## src/rtl/edgepwm_pkg.sv

```systemverilog
package edgepwm_pkg;

  typedef enum logic {
    EDGE_SINGLE = 1'b0,
    EDGE_DOUBLE = 1'b1
  } edge_mode_e;

endpackage

```

## src/rtl/edgepwm_regs.sv

```systemverilog
module edgepwm_regs #(
  parameter int NUM_CH = 6,
  parameter int CNT_W  = 16,
  parameter int ADDR_W = 4
) (
  input  logic                          clk,
  input  logic                          rst_n,
  input  logic                          wr_en,
  input  logic [ADDR_W-1:0]             wr_addr,
  input  logic [CNT_W-1:0]              wr_data,
  input  logic                          load,
  output logic [NUM_CH:0][CNT_W-1:0]    act_q,
  output logic [NUM_CH:0][CNT_W-1:0]    nxt,
  output logic [NUM_CH-1:0]             mode_q
);

  localparam int NUM_M      = NUM_CH + 1;
  localparam int MODE_ADDR  = NUM_CH + 1;
  localparam int LATCH_ADDR = NUM_CH + 2;

  logic [NUM_CH:0][CNT_W-1:0] shadow_q, shadow_d, act_d;
  logic [NUM_M-1:0]           latch_q, latch_d;
  logic [NUM_CH-1:0]          mode_d;
  logic                       wr_mode, wr_latch;

  assign wr_mode  = wr_en && (wr_addr == ADDR_W'(MODE_ADDR));
  assign wr_latch = wr_en && (wr_addr == ADDR_W'(LATCH_ADDR));

  always_comb begin
    for (int i = 0; i < NUM_M; i++) begin
      shadow_d[i] = (wr_en && (wr_addr == ADDR_W'(i))) ? wr_data : shadow_q[i];
      nxt[i]      = latch_q[i] ? shadow_q[i] : act_q[i];
      act_d[i]    = load ? nxt[i] : act_q[i];
    end
    latch_d = load ? '0 : latch_q;
    if (wr_latch) begin
      latch_d = latch_d | wr_data[NUM_M-1:0];
    end
    mode_d = wr_mode ? wr_data[NUM_CH-1:0] : mode_q;
  end

  always_ff @(posedge clk or negedge rst_n) begin
    if (!rst_n) begin
      shadow_q <= '0;
      act_q    <= '0;
      latch_q  <= '0;
      mode_q   <= '0;
    end else begin
      shadow_q <= shadow_d;
      act_q    <= act_d;
      latch_q  <= latch_d;
      mode_q   <= mode_d;
    end
  end

  AST_LATCH_SELF_CLEAR: assert property (@(posedge clk) disable iff (!rst_n)
    (load && !wr_latch) |=> (latch_q == '0));

  AST_ACTIVE_HELD: assert property (@(posedge clk) disable iff (!rst_n)
    !load |=> (act_q == $past(act_q)));

endmodule

```

## src/rtl/edgepwm_counter.sv

```systemverilog
module edgepwm_counter #(
  parameter int CNT_W = 16
) (
  input  logic             clk,
  input  logic             rst_n,
  input  logic             en,
  input  logic [CNT_W-1:0] rate,
  output logic [CNT_W-1:0] cnt_q,
  output logic             wrap
);

  logic [CNT_W-1:0] cnt_d;

  assign wrap = en && (cnt_q >= rate);

  always_comb begin
    if (!en) begin
      cnt_d = '0;
    end else if (wrap) begin
      cnt_d = '0;
    end else begin
      cnt_d = cnt_q + CNT_W'(1);
    end
  end

  always_ff @(posedge clk or negedge rst_n) begin
    if (!rst_n) begin
      cnt_q <= '0;
    end else begin
      cnt_q <= cnt_d;
    end
  end

  AST_CNT_IN_RANGE: assert property (@(posedge clk) disable iff (!rst_n)
    en |-> (cnt_q <= rate));

  AST_CNT_HELD_OFF: assert property (@(posedge clk) disable iff (!rst_n)
    !en |=> (cnt_q == '0));

endmodule

```

## src/rtl/edgepwm_chan.sv

```systemverilog
module edgepwm_chan
  import edgepwm_pkg::*;
#(
  parameter int CNT_W = 16
) (
  input  logic             clk,
  input  logic             rst_n,
  input  logic             en,
  input  logic             boundary,
  input  edge_mode_e       mode,
  input  logic [CNT_W-1:0] cnt,
  input  logic [CNT_W-1:0] rate_old,
  input  logic [CNT_W-1:0] rate_new,
  input  logic [CNT_W-1:0] set_old,
  input  logic [CNT_W-1:0] set_new,
  input  logic [CNT_W-1:0] clr_old,
  input  logic [CNT_W-1:0] clr_new,
  output logic             pwm_q
);

  logic pwm_d;
  logic set_new_b, clr_new_b, set_old_r, clr_old_r, old_zero, reuse;
  logic set_bnd, clr_bnd, set_hit, clr_hit;

  always_comb begin
    set_new_b = (set_new == '0) || (set_new == rate_new);
    clr_new_b = (clr_new == '0) || (clr_new == rate_new);
    set_old_r = (set_old == rate_old);
    clr_old_r = (clr_old == rate_old);
    old_zero  = (set_old == '0) || (clr_old == '0);
    reuse     = !set_new_b && !clr_new_b && !old_zero;
    set_bnd   = set_new_b || (reuse && set_old_r);
    clr_bnd   = clr_new_b || (reuse && clr_old_r);
    set_hit   = (set_old == cnt) && (set_old != '0);
    clr_hit   = (clr_old == cnt) && (clr_old != '0);
  end

  always_comb begin
    pwm_d = pwm_q;
    if (!en) begin
      pwm_d = 1'b0;
    end else if (mode == EDGE_SINGLE) begin
      if (boundary) begin
        pwm_d = (clr_new != '0);
      end else if (clr_hit) begin
        pwm_d = 1'b0;
      end
    end else begin
      if (boundary) begin
        if (clr_bnd) begin
          pwm_d = 1'b0;
        end else if (set_bnd) begin
          pwm_d = 1'b1;
        end
      end else begin
        if (clr_hit) begin
          pwm_d = 1'b0;
        end else if (set_hit) begin
          pwm_d = 1'b1;
        end
      end
    end
  end

  always_ff @(posedge clk or negedge rst_n) begin
    if (!rst_n) begin
      pwm_q <= 1'b0;
    end else begin
      pwm_q <= pwm_d;
    end
  end

  AST_SINGLE_ZERO_LOW: assert property (@(posedge clk) disable iff (!rst_n)
    (en && mode == EDGE_SINGLE && boundary && clr_new == '0) |=> !pwm_q);

  AST_CLEAR_BEATS_SET: assert property (@(posedge clk) disable iff (!rst_n)
    (en && mode == EDGE_DOUBLE && !boundary && clr_old == cnt && clr_old != '0) |=> !pwm_q);

  AST_OOR_SILENT: assert property (@(posedge clk) disable iff (!rst_n)
    (en && !boundary && set_old > rate_old && clr_old > rate_old) |=> (pwm_q == $past(pwm_q)));

endmodule

```

## src/rtl/edgepwm_core.sv

```systemverilog
module edgepwm_core
  import edgepwm_pkg::*;
#(
  parameter int NUM_CH = 6,
  parameter int CNT_W  = 16,
  localparam int ADDR_W = $clog2(NUM_CH + 3)
) (
  input  logic              clk,
  input  logic              rst_n,
  input  logic              wr_en,
  input  logic [ADDR_W-1:0] wr_addr,
  input  logic [CNT_W-1:0]  wr_data,
  input  logic              enable,
  output logic [NUM_CH-1:0] pwm_out
);

  logic [1:0]                 rst_sync_q;
  logic                       rst_n_s;
  logic [NUM_CH:0][CNT_W-1:0] act_q, nxt;
  logic [NUM_CH-1:0]          mode_q;
  logic [CNT_W-1:0]           cnt_q;
  logic                       wrap, load;

  always_ff @(posedge clk or negedge rst_n) begin
    if (!rst_n) begin
      rst_sync_q <= 2'b00;
    end else begin
      rst_sync_q <= {rst_sync_q[0], 1'b1};
    end
  end
  assign rst_n_s = rst_sync_q[1];

  assign load = wrap || !enable;

  edgepwm_regs #(.NUM_CH(NUM_CH), .CNT_W(CNT_W), .ADDR_W(ADDR_W)) u_regs (
    .clk     (clk),
    .rst_n   (rst_n_s),
    .wr_en   (wr_en),
    .wr_addr (wr_addr),
    .wr_data (wr_data),
    .load    (load),
    .act_q   (act_q),
    .nxt     (nxt),
    .mode_q  (mode_q)
  );

  edgepwm_counter #(.CNT_W(CNT_W)) u_cnt (
    .clk   (clk),
    .rst_n (rst_n_s),
    .en    (enable),
    .rate  (act_q[0]),
    .cnt_q (cnt_q),
    .wrap  (wrap)
  );

  for (genvar g = 0; g < NUM_CH; g++) begin : g_chan
    edgepwm_chan #(.CNT_W(CNT_W)) u_chan (
      .clk      (clk),
      .rst_n    (rst_n_s),
      .en       (enable),
      .boundary (wrap),
      .mode     (edge_mode_e'(mode_q[g])),
      .cnt      (cnt_q),
      .rate_old (act_q[0]),
      .rate_new (nxt[0]),
      .set_old  (act_q[g]),
      .set_new  (nxt[g]),
      .clr_old  (act_q[g+1]),
      .clr_new  (nxt[g+1]),
      .pwm_q    (pwm_out[g])
    );
  end

  AST_OFF_ALL_LOW: assert property (@(posedge clk) disable iff (!rst_n_s)
    !enable |=> (pwm_out == '0));

endmodule

```

## config.mk

```make
export PLATFORM = sky130hd
export DESIGN_NAME = edgepwm_core
export DESIGN_NICKNAME = d
export VERILOG_FILES = /design/src/rtl/edgepwm_pkg.sv /design/src/rtl/edgepwm_regs.sv /design/src/rtl/edgepwm_counter.sv /design/src/rtl/edgepwm_chan.sv /design/src/rtl/edgepwm_core.sv
export SDC_FILE = /design/constraint.sdc
export NUM_CORES = 1
export LEC_CHECK = 0
export ABC_CLOCK_PERIOD_IN_PS = 17800
export BUFFER_PORTS_ARGS = -buffer_cell sky130_fd_sc_hd__buf_2
export CORE_MARGIN = 5
export CORE_UTILIZATION = 65
export DETAILED_ROUTE_END_ITERATION = 10
export PLACE_DENSITY = 0.82
export SLEW_MARGIN = 20
export SYNTH_ARGS = -nofsm -noshare
export SYNTH_HDL_FRONTEND = slang
export SYNTH_SLANG_ARGS = --single-unit
```

## constraint.sdc

```tcl
create_clock -name clk -period 17.8 [get_ports clk]
set_input_delay 3.56 -clock clk [delete_from_list [all_inputs] [get_ports clk]]
set_output_delay 3.56 -clock clk [all_outputs]
set_load 0.03 [all_outputs]
```

* Word-level counts from Yosys, hierarchy flattened
Cells that the tools add are included.
** Operators by class
- Reductions and logical operators :: 103
- $add $sub $neg :: 1
- Equality and inequality tests :: 44
- Multiplexer cells :: 64
- Order comparisons :: 1
- Bitwise logic cells :: 1
** Operator list (count)
- $eq 16x16->1 :: 19
- $reduce_bool 16->1 :: 13
- $logic_not 16->1 :: 12
- $mux 16 :: 9
- $mux 1 :: 53
- $ne 4x1->1 const B :: 12
- $logic_and 1x1->1 :: 37
- $logic_or 1x1->1 :: 22
- $ne 5x3->1 const B :: 4
- $add 16x1->16 const B :: 1
- $eq 4x3->1 const B :: 4
- $ge 16x16->1 :: 1
- $reduce_and 3->1 :: 5
- $mux 7 :: 2
- $logic_not 1->1 :: 12
- $eq 4x2->1 const B :: 2
- $or 7x7->7 :: 1
- $ne 5x5->1 const B :: 1
- $eq 4x1->1 const B :: 1
- $eq 4x4->1 const B :: 1
- $logic_not 4->1 :: 1
- $reduce_and 2->1 :: 1
** Storage, ports and cells
- Word-level logic and storage cells :: 238
- Output and inout bits :: 6
- Input bits :: 24
- Bits in registers :: 261

* Logic depth before layout (Yosys ltp)
- Depth after elaboration :: 13
- Mapped depth :: 12
- Mapped depth without buffers :: 10

* By module
From an unflattened synthesis, not the netlist that was laid out.
** Second synthesis, totals
- Cell total of the unflattened synthesis :: 1984
- Area, all modules :: 19164.6 sq um
** By module, submodules not included
- edgepwm_regs :: cells each 874, sequential area each 5930.7 sq um, instances 1, area each 10244.8 sq um
- edgepwm_chan :: cells each 163, sequential area each 25.0 sq um, instances 6, area each 1283.7 sq um
- edgepwm_counter :: cells each 128, sequential area each 400.4 sq um, instances 1, area each 1157.4 sq um
- edgepwm_core :: cells each 4, sequential area each 50.0 sq um, instances 1, area each 60.1 sq um

* Worst setup path before layout
Ideal clock, no wire load.
- Kind :: input to register
- Start point :: input port wr_addr[3]
- End point :: register u_regs.shadow_q[101] (netlist name)
- Data required time :: 17.675 ns
- Library setup time :: 0.125 ns
- Buffers on the path :: 1
- Path slack :: 12.555 ns
- Data arrival time :: 5.120 ns
- Cell stages on the path :: 4
- Cell sequence :: nand3b_1 -> nor3b_1 -> clkbuf_1 -> mux2_2
** Between the ends
- Cells in the longest elaborated chain, start to end :: 2
** Ends and longest elaborated chain
- from (decl) :: RTL line edgepwm_core.sv:11 : input logic [ADDR_W-1:0] wr_addr,
- $eq 4x3->1 :: RTL line edgepwm_regs.sv:31 : shadow_d[i] = (wr_en && (wr_addr == ADDR_W'(i))) ? wr_data : shadow_q[i];
- $logic_and 1x1->1 :: RTL line edgepwm_regs.sv:31
- to (signal assigned) :: RTL line edgepwm_regs.sv:49 : shadow_q <= shadow_d;
- to (decl) :: RTL line edgepwm_regs.sv:21 : logic [NUM_CH:0][CNT_W-1:0] shadow_q, shadow_d, act_d;
No other way between the ends.
A chain may end at the register's enable or synchronous reset.

* Worst setup path after layout
- Start point :: input port wr_addr[2]
- End point :: register u_regs.shadow_q[27] (netlist name)
** Between the ends
- Cells in the longest elaborated chain, start to end :: 2
** Ends and longest elaborated chain (RTL line)
- $eq 4x1->1 :: edgepwm_regs.sv:31
- $logic_and 1x1->1 :: edgepwm_regs.sv:31
No other way between the ends.

==> flow_metrics.tcl <==
set metrics [dict create \
    totalWireLength_mm 50.3 \
    worstMarginPinSlew_ns 1.10 \
    place_congestion 1.06 \
    clock_skew_ns 0.0207 \
    finalMaxSlewViolations 0 \
    dr.pass1.iters 6 \
    worst-path-max-fanout 16 \
    yosysWarnings 0 \
    cp.arrival_ns 5.73 \
    grt.overflow.total 0 \
    clock_sinks 261 \
    synth_mux_area_share_pct 23.2 \
    portBuffers 29 \
    synthesis.area_um2 15600 \
    avgViaCountPerCell 6.95 \
    clk_path_buf_depth 3 \
    hold_ws_ns 0.229 \
    synth_flop_cell "dfrtp_1" \
    cts_resized 0 \
    yosysSeqAreaShare_pct 41.8 \
    maxSlewHeadroom_pct 24.9 \
    cp_num_cells 4 \
    synthCells 1377 \
    synth_top_family_by_area "multiplexers" \
    status "finished, final reports clean" \
    rr_worst_depth 9 \
    synth-async-reset-ratio_pct 100 \
    rsz0062_at_grt "no" \
    worstPathRequired_ns 18.24 \
    hold_buffers 0 \
    syn_area_per_cell_um2 11.3 \
    worstSkewPairLatency_ns 0.57 \
    pin_count 30 \
    num_vias 11979 \
    synth_xor_area_share_pct 16.9 \
    dp_hpwl_mm 32.7 \
    yosys-top-cells-area "dfrtp_1 (42%), mux2_2 (15%), xor2_1 (10%)" \
    crit_type "in -> reg" \
    slowest_delay_ns 0.78 \
    hold_viol 0 \
    setup_violations 0 \
    critical_path.endpoint_type "flop" \
    yosysUniqueCellTypes 56 \
    slowest_stage "nor3b_1" \
    post_cts_buffers 0 \
    clkSlewWorstSetupHoldPaths_ns 0.06 \
    synth_nets 1418 \
    fmax_mhz 189 \
    path_delay_family "simple AND/OR/NAND/NOR gates" \
    p_per_area_nw_per_um2 127 \
    crit_start "wr_addr[2]" \
    regToRegSetupSlack_ns 13.70 \
    hold_class "reg -> async" \
    ir_drop_uv 138 \
    crit_buf_inv 1 \
    synth-simple-area-share_pct 10.5 \
    numCtsBuffers 28 \
    yosysTopAreaCellShare_pct 41.8 \
    fp.dieW_um 165 \
    rows 56 \
    area_delta_synth_final_pct 9.09 \
    first_iter_violations 1487 \
    antenna_found_initial 0 \
    drive_gt1_share_pct 24.1 \
    r2r-end "u_regs.act_q[48]" \
    path_cells "buf_2, nor3b_1, nand3b_1, mux2_2" \
    synth_top_cell_by_area "dfrtp_1" \
    fp.dieH_um 165 \
    fin_setup_tns_ns 0 \
    period_share_pct 29.7 \
    cts_tree "built" \
    p_leak_uw 0.00735 \
    synth-compound-area-share_pct 3.28 \
    die_area_um2 27200 \
    grt_max_degree 85 \
    htree_levels 1 \
    initial_core_util_pct 66.4 \
    antenna_cells 0 \
    core_area_um2 23500 \
    cts_root_buf "clkbuf_16" \
    grt_usage_pct 37.4 \
    r2r_start "u_cnt.cnt_q[1]" \
    antenna_left 0 \
    final_common_cell "dfrtp_1" \
    grt_pass1_vias 11688 \
    wl_per_cell_um 29.2 \
    finalNetCount 1424 \
    grt_pass1_wl_mm 75.1 \
    maxCapViolCount 0 \
    final_cell_mix "dfrtp_1 (260), mux2_2 (209), xor2_1 (185)" \
    utilization_pct 72.4 \
    period_needed_ns 5.29 \
    drc 0 \
    synthAdderAreaFrac_pct 1.36 \
    ys_ff_latch 261 \
    synth_edf_count 0 \
    start_kind "primary input" \
]
how the worst max path moves through the flow:
stage,end
after CTS,u_regs.shadow_q[17]
final,u_regs.shadow_q[27]
after detailed placement,u_regs.shadow_q[31]
after floorplan,g_chan[0].u_chan.pwm_q
after global placement,u_regs.shadow_q[21]
after global routing,u_regs.shadow_q[27]
cells by family after synthesis:
kind of cell    Yosys count
simple gates            294
compound gates           79
flops                   261
other cells               1
buf+inv                 100
mux                     323
xor+xnor                302
fa+ha+maj                17
where the power goes:
group	internal [uW]	switching (uW)
sequential	712	203
combinational	289	321
clock	390	253
total	1390	777
worst register-to-register path: stages (launching register included):
cell      delay [ns]
dfrtp_1         0.88
ha_1            0.39
nor2b_1         0.14
o211ai_1        0.16
a21oi_1         0.08
o31ai_1         0.42
nand3_2         0.38
buf_4           0.42
nand2_1         0.71
mux2_2          0.42
synth_stat cells, types with 2 or more instances:
cell type / n
dfrtp_1: 261
mux2_2: 209
xor2_1: 185
xnor2_1: 117
mux2i_1: 97
nor4_1: 92
nor2_1: 58
nand4_1: 55
a21oi_1: 35
clkbuf_1: 35
nand2_1: 28
buf_2: 26
inv_1: 21
ha_1: 17
nand3_1: 14
nor3_1: 11
buf_1: 10
o21ai_0: 9
mux2i_2: 8
mux2i_4: 8
a22o_1: 7
and3_1: 7
buf_4: 6
and4_1: 5
nand4b_1: 4
nor3b_1: 4
o31ai_1: 4
a211o_1: 3
a21o_1: 3
nand3b_1: 3
nor2b_1: 3
nor4b_1: 3
o22ai_1: 3
a211oi_1: 2
o311ai_0: 2
or3_1: 2
flip-flops by register name, summed over array words and instances (netlist names):
register and flops:
rst_sync_q 2, u_regs.shadow_q 112, u_regs.act_q 112, u_regs.latch_q 7
u_regs.mode_q 6, g_chan.u_chan.pwm_q 6, u_cnt.cnt_q 16
final cells by class:
cell class	count	area, um^2
clock inverters	16	219
clock buffers	36	802
flip-flops and latches	261	6540
well taps	319	399
inverters	21	78.8
fillers	1704	6500
repair buffers	55	344
multi-input cells	1016	8670
through the flow:
step | area, um^2 | setup WS [ns] | instances | total power, uW
2_1_floorplan | 15600 | 9.99 | 1377 | 1290
3_5_place_dp | 16000 | 12.06 | 1672 | 1500
4_1_cts | 17000 | 12.62 | 1724 | 2140
6_report | 17000 | 12.51 | 1724 | 2170
3_3_place_gp | 16000 | 12.07 | 1672 | 1470
5_1_grt | 17000 | 12.43 | 1724 | 2240
per-layer routing:
layer / share of wire (%) / vias up / track usage [%]
met5: 0 / - / 0
met4: 5.8 / 0 / 17.4
met3: 15 / 201 / 11.6
met2: 41 / 891 / 52.7
met1: 38 / 5913 / 53.0
li1: - / 4974 / -
(Power assumes the default switching activity.)
